File: src/rtl/iw_pkg.sv
package iw_pkg;
  typedef enum logic [1:0] {
    FMT_PAR  = 2'b00,
    FMT_LR   = 2'b01,
    FMT_RL   = 2'b10,
    FMT_LONG = 2'b11
  } fmt_e;

  typedef enum logic [2:0] {
    ST_HALT, ST_FETCH, ST_WAIT1, ST_WAIT2, ST_UPD, ST_EXC
  } st_e;

  localparam int NCNT   = 8;
  localparam int C_CYC  = 0;
  localparam int C_PAR  = 1;
  localparam int C_LR   = 2;
  localparam int C_RL   = 3;
  localparam int C_LONG = 4;
  localparam int C_JSK  = 5;
  localparam int C_NOPL = 6;
  localparam int C_NOPR = 7;
endpackage

File: src/rtl/iw_decode.sv
module iw_decode
  import iw_pkg::*;
#(
  parameter logic [14:0] NOP_SHORT = 15'h2F00
) (
  input  logic [31:0] word,
  output fmt_e        fmt,
  output logic [14:0] left,
  output logic [14:0] right,
  output logic [14:0] first,
  output logic [14:0] second,
  output logic        first_right,
  output logic        seq,
  output logic        nop_l,
  output logic        nop_r,
  output logic [29:0] long_pl
);
  always_comb begin
    fmt         = fmt_e'(word[31:30]);
    left        = word[29:15];
    right       = word[14:0];
    long_pl     = word[29:0];
    first_right = (fmt == FMT_RL);
    seq         = (fmt == FMT_LR) || (fmt == FMT_RL);
    first       = first_right ? right : left;
    second      = first_right ? left : right;
    nop_l       = (left == NOP_SHORT);
    nop_r       = (right == NOP_SHORT);
  end
endmodule

File: src/rtl/iw_stats.sv
module iw_stats #(
  parameter int N    = 8,
  parameter int CNTW = 32
) (
  input  logic                    clk,
  input  logic                    rst,
  input  logic [N-1:0]            inc,
  output logic [N-1:0][CNTW-1:0]  cnt
);
  for (genvar i = 0; i < N; i++) begin : g_cnt
    always_ff @(posedge clk) begin
      if (rst)         cnt[i] <= '0;
      else if (inc[i]) cnt[i] <= cnt[i] + 1'b1;
    end

    p_cnt_step_r5: assert property (@(posedge clk) disable iff (rst)
      (cnt[i] == $past(cnt[i])) || (cnt[i] == $past(cnt[i]) + 1'b1));
  end
endmodule

File: src/rtl/iw_repeat.sv
module iw_repeat #(
  parameter int PCW = 16,
  parameter int RCW = 16
) (
  input  logic           clk,
  input  logic           rst,
  input  logic           cfg_wr,
  input  logic [PCW-1:0] cfg_start,
  input  logic [PCW-1:0] cfg_end,
  input  logic [RCW-1:0] cfg_cnt,
  input  logic           upd,
  input  logic [PCW-1:0] pc_cur,
  input  logic           changed,
  input  logic [PCW-1:0] target,
  output logic [PCW-1:0] pc_next,
  output logic           active
);
  logic [PCW-1:0] lp_start, lp_end, p_post;
  logic [RCW-1:0] remain;
  logic           hit, last, reload;

  always_comb begin
    p_post  = changed ? target : pc_cur;
    hit     = active && (p_post == lp_end);
    last    = (remain == {{(RCW-1){1'b0}}, 1'b1});
    reload  = hit && !last;
    if (reload)       pc_next = lp_start;
    else if (changed) pc_next = target;
    else              pc_next = pc_cur + 1'b1;
  end

  always_ff @(posedge clk) begin
    if (rst) begin
      lp_start <= '0;
      lp_end   <= '0;
      remain   <= '0;
      active   <= 1'b0;
    end else if (cfg_wr) begin
      lp_start <= cfg_start;
      lp_end   <= cfg_end;
      remain   <= cfg_cnt;
      active   <= (cfg_cnt != '0);
    end else if (upd && hit) begin
      remain <= remain - 1'b1;
      if (last) active <= 1'b0;
    end
  end

  p_loop_ends_on_update_r8: assert property (@(posedge clk) disable iff (rst)
    $fell(active) |-> $past(upd));
  p_active_has_count_r8: assert property (@(posedge clk) disable iff (rst)
    active |-> (remain != '0));
endmodule

File: src/rtl/iw_sequencer.sv
module iw_sequencer
  import iw_pkg::*;
#(
  parameter int             PCW       = 16,
  parameter int             CNTW      = 32,
  parameter int             RCW       = 16,
  parameter logic [PCW-1:0] RESET_PC  = '0,
  parameter logic [14:0]    NOP_SHORT = 15'h2F00
) (
  input  logic            clk,
  input  logic            rst,
  input  logic            go,
  input  logic            step_mode,
  output logic            fetch_req,
  output logic [PCW-1:0]  fetch_pc,
  input  logic            fetch_valid,
  input  logic [31:0]     fetch_word,
  output logic            disp_vld,
  output logic            disp_par,
  output logic            disp_long,
  output logic            disp_right,
  output logic [29:0]     disp_a,
  output logic [14:0]     disp_b,
  input  logic            exec_done,
  input  logic            exec_jump,
  input  logic [PCW-1:0]  exec_target,
  input  logic            exec_exc,
  input  logic            rpt_wr,
  input  logic [PCW-1:0]  rpt_start,
  input  logic [PCW-1:0]  rpt_end,
  input  logic [RCW-1:0]  rpt_count,
  output logic            rpt_active,
  output logic            halted,
  output logic            exc_held,
  output logic [CNTW-1:0] cnt_cycles,
  output logic [CNTW-1:0] cnt_par,
  output logic [CNTW-1:0] cnt_lr,
  output logic [CNTW-1:0] cnt_rl,
  output logic [CNTW-1:0] cnt_long,
  output logic [CNTW-1:0] cnt_jskip,
  output logic [CNTW-1:0] cnt_nop_l,
  output logic [CNTW-1:0] cnt_nop_r
);
  st_e            st;
  logic [PCW-1:0] pc_q, tgt_q, pc_next;
  logic [31:0]    word_q, dec_in;
  logic           chg_q;

  fmt_e        d_fmt;
  logic [14:0] d_left, d_right, d_first, d_second;
  logic        d_first_right, d_seq, d_nop_l, d_nop_r;
  logic [29:0] d_long;

  logic                        acc_fetch, w1_done, go_second, squash;
  logic [NCNT-1:0]             inc;
  logic [NCNT-1:0][CNTW-1:0]   cnt_all;

  assign dec_in = (st == ST_FETCH) ? fetch_word : word_q;

  iw_decode #(.NOP_SHORT(NOP_SHORT)) u_dec (
    .word(dec_in), .fmt(d_fmt), .left(d_left), .right(d_right),
    .first(d_first), .second(d_second), .first_right(d_first_right),
    .seq(d_seq), .nop_l(d_nop_l), .nop_r(d_nop_r), .long_pl(d_long)
  );

  iw_repeat #(.PCW(PCW), .RCW(RCW)) u_rpt (
    .clk(clk), .rst(rst),
    .cfg_wr(rpt_wr && (st == ST_HALT)),
    .cfg_start(rpt_start), .cfg_end(rpt_end), .cfg_cnt(rpt_count),
    .upd(st == ST_UPD), .pc_cur(pc_q), .changed(chg_q), .target(tgt_q),
    .pc_next(pc_next), .active(rpt_active)
  );

  always_comb begin
    acc_fetch = (st == ST_FETCH) && fetch_valid;
    w1_done   = (st == ST_WAIT1) && exec_done && !exec_exc;
    go_second = w1_done && d_seq && !exec_jump;
    squash    = w1_done && d_seq && exec_jump;
    inc          = '0;
    inc[C_CYC]   = acc_fetch || go_second;
    inc[C_PAR]   = acc_fetch && (d_fmt == FMT_PAR) && !d_nop_l && !d_nop_r;
    inc[C_LR]    = acc_fetch && (d_fmt == FMT_LR);
    inc[C_RL]    = acc_fetch && (d_fmt == FMT_RL);
    inc[C_LONG]  = acc_fetch && (d_fmt == FMT_LONG);
    inc[C_JSK]   = squash;
    inc[C_NOPL]  = acc_fetch && (d_fmt == FMT_PAR) && d_nop_l;
    inc[C_NOPR]  = acc_fetch && (d_fmt == FMT_PAR) && d_nop_r;
  end

  iw_stats #(.N(NCNT), .CNTW(CNTW)) u_stats (
    .clk(clk), .rst(rst), .inc(inc), .cnt(cnt_all)
  );

  always_ff @(posedge clk) begin
    if (rst) begin
      st         <= ST_HALT;
      pc_q       <= RESET_PC;
      word_q     <= '0;
      chg_q      <= 1'b0;
      tgt_q      <= '0;
      disp_vld   <= 1'b0;
      disp_par   <= 1'b0;
      disp_long  <= 1'b0;
      disp_right <= 1'b0;
      disp_a     <= '0;
      disp_b     <= '0;
    end else begin
      disp_vld <= 1'b0;
      disp_par <= 1'b0;
      unique case (st)
        ST_HALT: if (go) st <= ST_FETCH;
        ST_FETCH: if (fetch_valid) begin
          word_q <= fetch_word;
          chg_q  <= 1'b0;
          st     <= ST_WAIT1;
          if (d_fmt == FMT_PAR) begin
            disp_par <= 1'b1;
            disp_a   <= {15'd0, d_left};
            disp_b   <= d_right;
          end else if (d_fmt == FMT_LONG) begin
            disp_vld  <= 1'b1;
            disp_long <= 1'b1;
            disp_a    <= d_long;
          end else begin
            disp_vld   <= 1'b1;
            disp_long  <= 1'b0;
            disp_right <= d_first_right;
            disp_a     <= {15'd0, d_first};
          end
        end
        ST_WAIT1: if (exec_done) begin
          if (exec_exc) st <= ST_EXC;
          else begin
            chg_q <= exec_jump;
            tgt_q <= exec_target;
            if (go_second) begin
              disp_vld   <= 1'b1;
              disp_long  <= 1'b0;
              disp_right <= !d_first_right;
              disp_a     <= {15'd0, d_second};
              st         <= ST_WAIT2;
            end else st <= ST_UPD;
          end
        end
        ST_WAIT2: if (exec_done) begin
          if (exec_exc) st <= ST_EXC;
          else begin
            if (exec_jump) begin
              chg_q <= 1'b1;
              tgt_q <= exec_target;
            end
            st <= ST_UPD;
          end
        end
        ST_UPD: begin
          pc_q <= pc_next;
          st   <= step_mode ? ST_HALT : ST_FETCH;
        end
        default: st <= ST_EXC;
      endcase
    end
  end

  assign fetch_req  = (st == ST_FETCH);
  assign fetch_pc   = pc_q;
  assign halted     = (st == ST_HALT);
  assign exc_held   = (st == ST_EXC);
  assign cnt_cycles = cnt_all[C_CYC];
  assign cnt_par    = cnt_all[C_PAR];
  assign cnt_lr     = cnt_all[C_LR];
  assign cnt_rl     = cnt_all[C_RL];
  assign cnt_long   = cnt_all[C_LONG];
  assign cnt_jskip  = cnt_all[C_JSK];
  assign cnt_nop_l  = cnt_all[C_NOPL];
  assign cnt_nop_r  = cnt_all[C_NOPR];

  p_one_strobe_r3: assert property (@(posedge clk) disable iff (rst)
    $onehot0({disp_vld, disp_par}));
  p_exc_sticky_r10: assert property (@(posedge clk) disable iff (rst)
    exc_held |=> exc_held);
  p_exc_quiet_r10: assert property (@(posedge clk) disable iff (rst)
    exc_held |-> (!fetch_req && !disp_vld && !disp_par));
  p_exc_pc_hold_r10: assert property (@(posedge clk) disable iff (rst)
    (exc_held && $past(exc_held)) |-> $stable(fetch_pc));
  p_squash_r4: assert property (@(posedge clk) disable iff (rst)
    ((st == ST_WAIT1) && exec_done && exec_jump) |=> !disp_vld);
  p_pc_inc_r9: assert property (@(posedge clk) disable iff (rst)
    ((st == ST_UPD) && !chg_q && !rpt_active) |=> (fetch_pc == $past(fetch_pc) + 1'b1));
  p_step_halt_r11: assert property (@(posedge clk) disable iff (rst)
    ((st == ST_UPD) && step_mode) |=> halted);
endmodule

File: config.mk
export PLATFORM = sky130hd
export DESIGN_NAME = iw_sequencer
export DESIGN_NICKNAME = d
export VERILOG_FILES = /design/src/rtl/iw_pkg.sv /design/src/rtl/iw_decode.sv /design/src/rtl/iw_stats.sv /design/src/rtl/iw_repeat.sv /design/src/rtl/iw_sequencer.sv
export SDC_FILE = /design/constraint.sdc
export NUM_CORES = 1
export LEC_CHECK = 0
export BUFFER_PORTS_ARGS = -buffer_cell sky130_fd_sc_hd__buf_2
export CAP_MARGIN = 10
export CORE_UTILIZATION = 34
export CTS_BUF_LIST = sky130_fd_sc_hd__clkbuf_8
export DETAILED_ROUTE_END_ITERATION = 8
export SETUP_SLACK_MARGIN = 0.05
export SYNTH_ARGS = -nofsm -noshare
export SYNTH_HDL_FRONTEND = slang
export SYNTH_SLANG_ARGS = --single-unit
File: constraint.sdc
create_clock -name clk -period 5.7 [get_ports clk]
set_input_delay 1.14 -clock clk [delete_from_list [all_inputs] [get_ports clk]]
set_output_delay 1.14 -clock clk [all_outputs]
set_load 0.03 [all_outputs]
==> implementation parameters <==
Parameter                              Value

Outcome
  Run status ... complete, no violations

Place
  Total of buffers placed on input and output ports ... 429
  Post-placement cell area ... 21900 µm²
  Routability-driven placement congestion ratio ... 0.876
  Post-Place Cells ... 3387
  Detailed placer's ending HPWL ... 43100 µm

Finish
  Final cell count without fillers ... 3532
  Share of post-route cells with drive strength above 1 ... 21.4%
  Storage element area ... 8450 µm²
  Filler cell count ... 5646
  Area delta synth->final ... 22.7%
  Final cell utilization of the core ... 42.5%
  Net total in the final layout ... 2839
  Final std cell area, no fill ... 23500 µm²
  Commonest cells after routing, fill and taps aside ... sky130_fd_sc_hd__buf_2, sky130_fd_sc_hd__dfxtp_1, sky130_fd_sc_hd__nor2_1
  Leading cell type in the layout, fill and taps excluded ... sky130_fd_sc_hd__buf_2
  Multi-input logic area ... 10100 µm²

Worst setup path
  Startpoint of the worst-slack reg-to-reg timing path ... st[0]
  Critical path type ... register to register
  Data required time at the worst endpoint ... 6.20 ns
  Arrival time at the worst endpoint ... 4.51 ns
  Crit path launch ... st[0]
  Crit path launch type ... register
  Max FO, Critical Path ... 14
  Sort of element at the end of the critical path ... register

Die
  Starting utilization of the core area ... 34.6%
  Top-level port count ... 430
  Core footprint ... 55400 µm²
  Die Height ... 239 µm
  Width of the chip ... 239 µm
  Count of standard-cell rows ... 86
  Die ar. ... 57300 µm²

Detailed routing
  Routed wire length per instance ... 17.0 µm
  Total length of routed wires ... 60000 µm
  Detailed-routing iteration count for the pre-antenna-repair pass ... 5
  Avg Vias per Cell ... 5.08
  DRC Markers ... 0
  Total number of vias ... 18000
  Post-route antenna net violation count ... 0
  Iteration-0 DRC count of the detailed router ... 1019

Timing
  Total of endpoints with negative setup slack in the final report ... 0
  Unrepaired setup endpoints after global routing ... false
  Final Slew Violations ... 0
  Clock Skew ... 0.0470 ns
  Fin Setup TNS ... 0 ns
  Final min period ... 4.01 ns
  Worst rel slew slack ... 29.1%
  Max Clk Rate ... 249 MHz
  Transition time of the tightest slew-check pin ... 1.06 ns
  Share of the clock period used by the worst path after layout ... 70.3%
  Final Hold Fails ... 0

CTS
  Clk slew on worst S/H paths ... 0.06 ns
  Max Root-Sink Buffers ... 3
  # hold bufs at CTS ... 0
  # H-tree levels ... 3
  Post-cts sizing count ... 0
  Number of sinks driven by the clock tree ... 422
  Later-pin clock latency in the skew report ... 0.66 ns
  Post-CTS setup buffer count ... 0
  Number of buffers added by the clock tree synthesis step ... 78
  Cell at the root of the clock tree ... sky130_fd_sc_hd__clkbuf_8
  Clock tree from TritonCTS ... done

Synth
  Post-synthesis instance area ... 19200 µm²
  Number of distinct library cells after synthesis ... 64
  Synthesized Nets ... 2436
  Mean cell area of the mapped netlist ... 8.28 µm²
  Register area share after synthesis ... 44.1%
  Flip-flop and latch count after synthesis ... 422
  Count of mapped cells out of synthesis ... 2316
  Fraction of synthesis flops using an asynchronous set or reset pin ... 0%
  Number of flops mapped to enable cells by yosys ... 0
  Ys Warns ... 0
  Post-synth top flop ... sky130_fd_sc_hd__dfxtp_1

Power and ir drop
  Worst-case vdd ir drop ... 0.154 mV
  Leakage power total ... 9.21 nW
  Ratio of total power to cell area ... 277 nW/µm²

Global routing
  GRT Resource Usage Total ... 20.1%
  Antenna violations before repair ... 24
  Number of global-route vias before repair ... 16700
  Wire length of the first global-routing pass ... 91500 µm
  Largest net degree at the start of global routing ... 154
  Sum of overflow across all layers after global routing ... 0

Worst hold path
  Hold Crit Start ... disp_a[0]
  Path category of the worst min-delay check ... register to register

Flow run
  Number of violations of the max-capacitance limit ... 0
[final timing paths]
| kind | to | slack (ns) | cells past startpoint |
|---|---|---|---|
| max | u_stats.cnt[190] | 1.69 | 10 |
| min | disp_a[0] | 0.45 | 2 |
| min reg2reg | disp_a[0] | 0.45 | 2 |
| max reg2reg | u_stats.cnt[190] | 1.69 | 10 |
[logic make-up (layout without fill, tap and decap cells)]
kind of cell / after synthesis / after routing / synth area share (%)
xor gates and xnor gates: 230 / 230 / 10.5
and+or+nand+nor: 1099 / 1099 / 27.4
buffers and inverters: 175 / 631 / 3.69
adders and majority gates: 15 / 15 / 0.979
other: 0 / 12 / 0
muxes: 93 / 93 / 4.89
DFF: 422 / 422 / 44.1
AOI/OAI and AO/OA: 282 / 282 / 8.41
[layout make-up]
class                   instances  share of cell area, %
diodes                         12                  0.128
clock buffers                 102                   5.97
clock inverters                31                  0.665
inverters                      53                  0.846
multi-input cells            1719                   42.7
flip-flops and latches        422                   35.9
well taps                     748                   3.98
repair buffers                445                   9.79
[metrics by stage]
| stage | hold WS, ns | power [mW] | worst slack, ns |
|---|---|---|---|
| 2_1_floorplan | 0.431 | 3.47 | 1.40 |
| 3_3_place_gp | 0.440 | 3.65 | 1.55 |
| 3_5_place_dp | 0.443 | 3.66 | 1.46 |
| 4_1_cts | 0.450 | 6.62 | 1.66 |
| 5_1_grt | 0.475 | 6.80 | 1.37 |
| 6_report | 0.448 | 6.52 | 1.69 |
[power by group]
| part | switching, mW | total (mW) | internal [mW] |
|---|---|---|---|
| Combinational | 0.359 | 0.536 | 0.176 |
| Sequential | 0.0506 | 3.06 | 3.01 |
| Clock | 1.33 | 2.92 | 1.60 |
| Total | 1.74 | 6.52 | 4.79 |
[critical path, stage by stage, from the launching register on]
cell,delay (ns)
sky130_fd_sc_hd__dfxtp_1,0.58
sky130_fd_sc_hd__nor3b_2,0.35
sky130_fd_sc_hd__mux2_2,0.40
sky130_fd_sc_hd__ha_1,0.27
sky130_fd_sc_hd__nor2_1,0.19
sky130_fd_sc_hd__nand4_1,0.42
sky130_fd_sc_hd__nor4_1,0.75
sky130_fd_sc_hd__nand4_1,0.38
sky130_fd_sc_hd__nor3_1,0.31
sky130_fd_sc_hd__xnor2_1,0.15
sky130_fd_sc_hd__nor2_1,0.06
[registers in the layout, indices dropped and copies added, names as in the netlist]
register / cells
chg_q: 1
disp_a: 30
disp_b: 15
disp_long: 1
disp_par: 1
disp_right: 1
disp_vld: 1
fetch_pc: 16
st: 3
tgt_q: 16
u_rpt.active: 1
u_rpt.lp_end: 16
u_rpt.lp_start: 16
u_rpt.remain: 16
u_stats.cnt: 256
word_q: 32
[cells in the mapped netlist (all sizes together), types with 53 or more instances]
cell | instances | area share, %
nor3 | 78 | 2.1
a21oi | 161 | 4.2
clkbuf | 101 | 2.0
nand2 | 287 | 5.6
xnor2 | 117 | 5.3
nand4 | 65 | 2.2
xor2 | 113 | 5.2
mux2i | 91 | 4.8
o21ai | 63 | 1.6
dfxtp | 422 | 44
nand3 | 96 | 2.5
or3 | 67 | 2.2
nor2 | 336 | 6.6
inv | 53 | 1.0
[metal layers]
layer,part of all wire [%],track usage [%],up-vias
met5,0.26,0,-
met4,3.0,8.10,26
met3,8.6,6.98,132
met2,46,32.8,527
met1,42,24.0,8450
li1,-,-,8818
(Power assumes the default switching activity.)
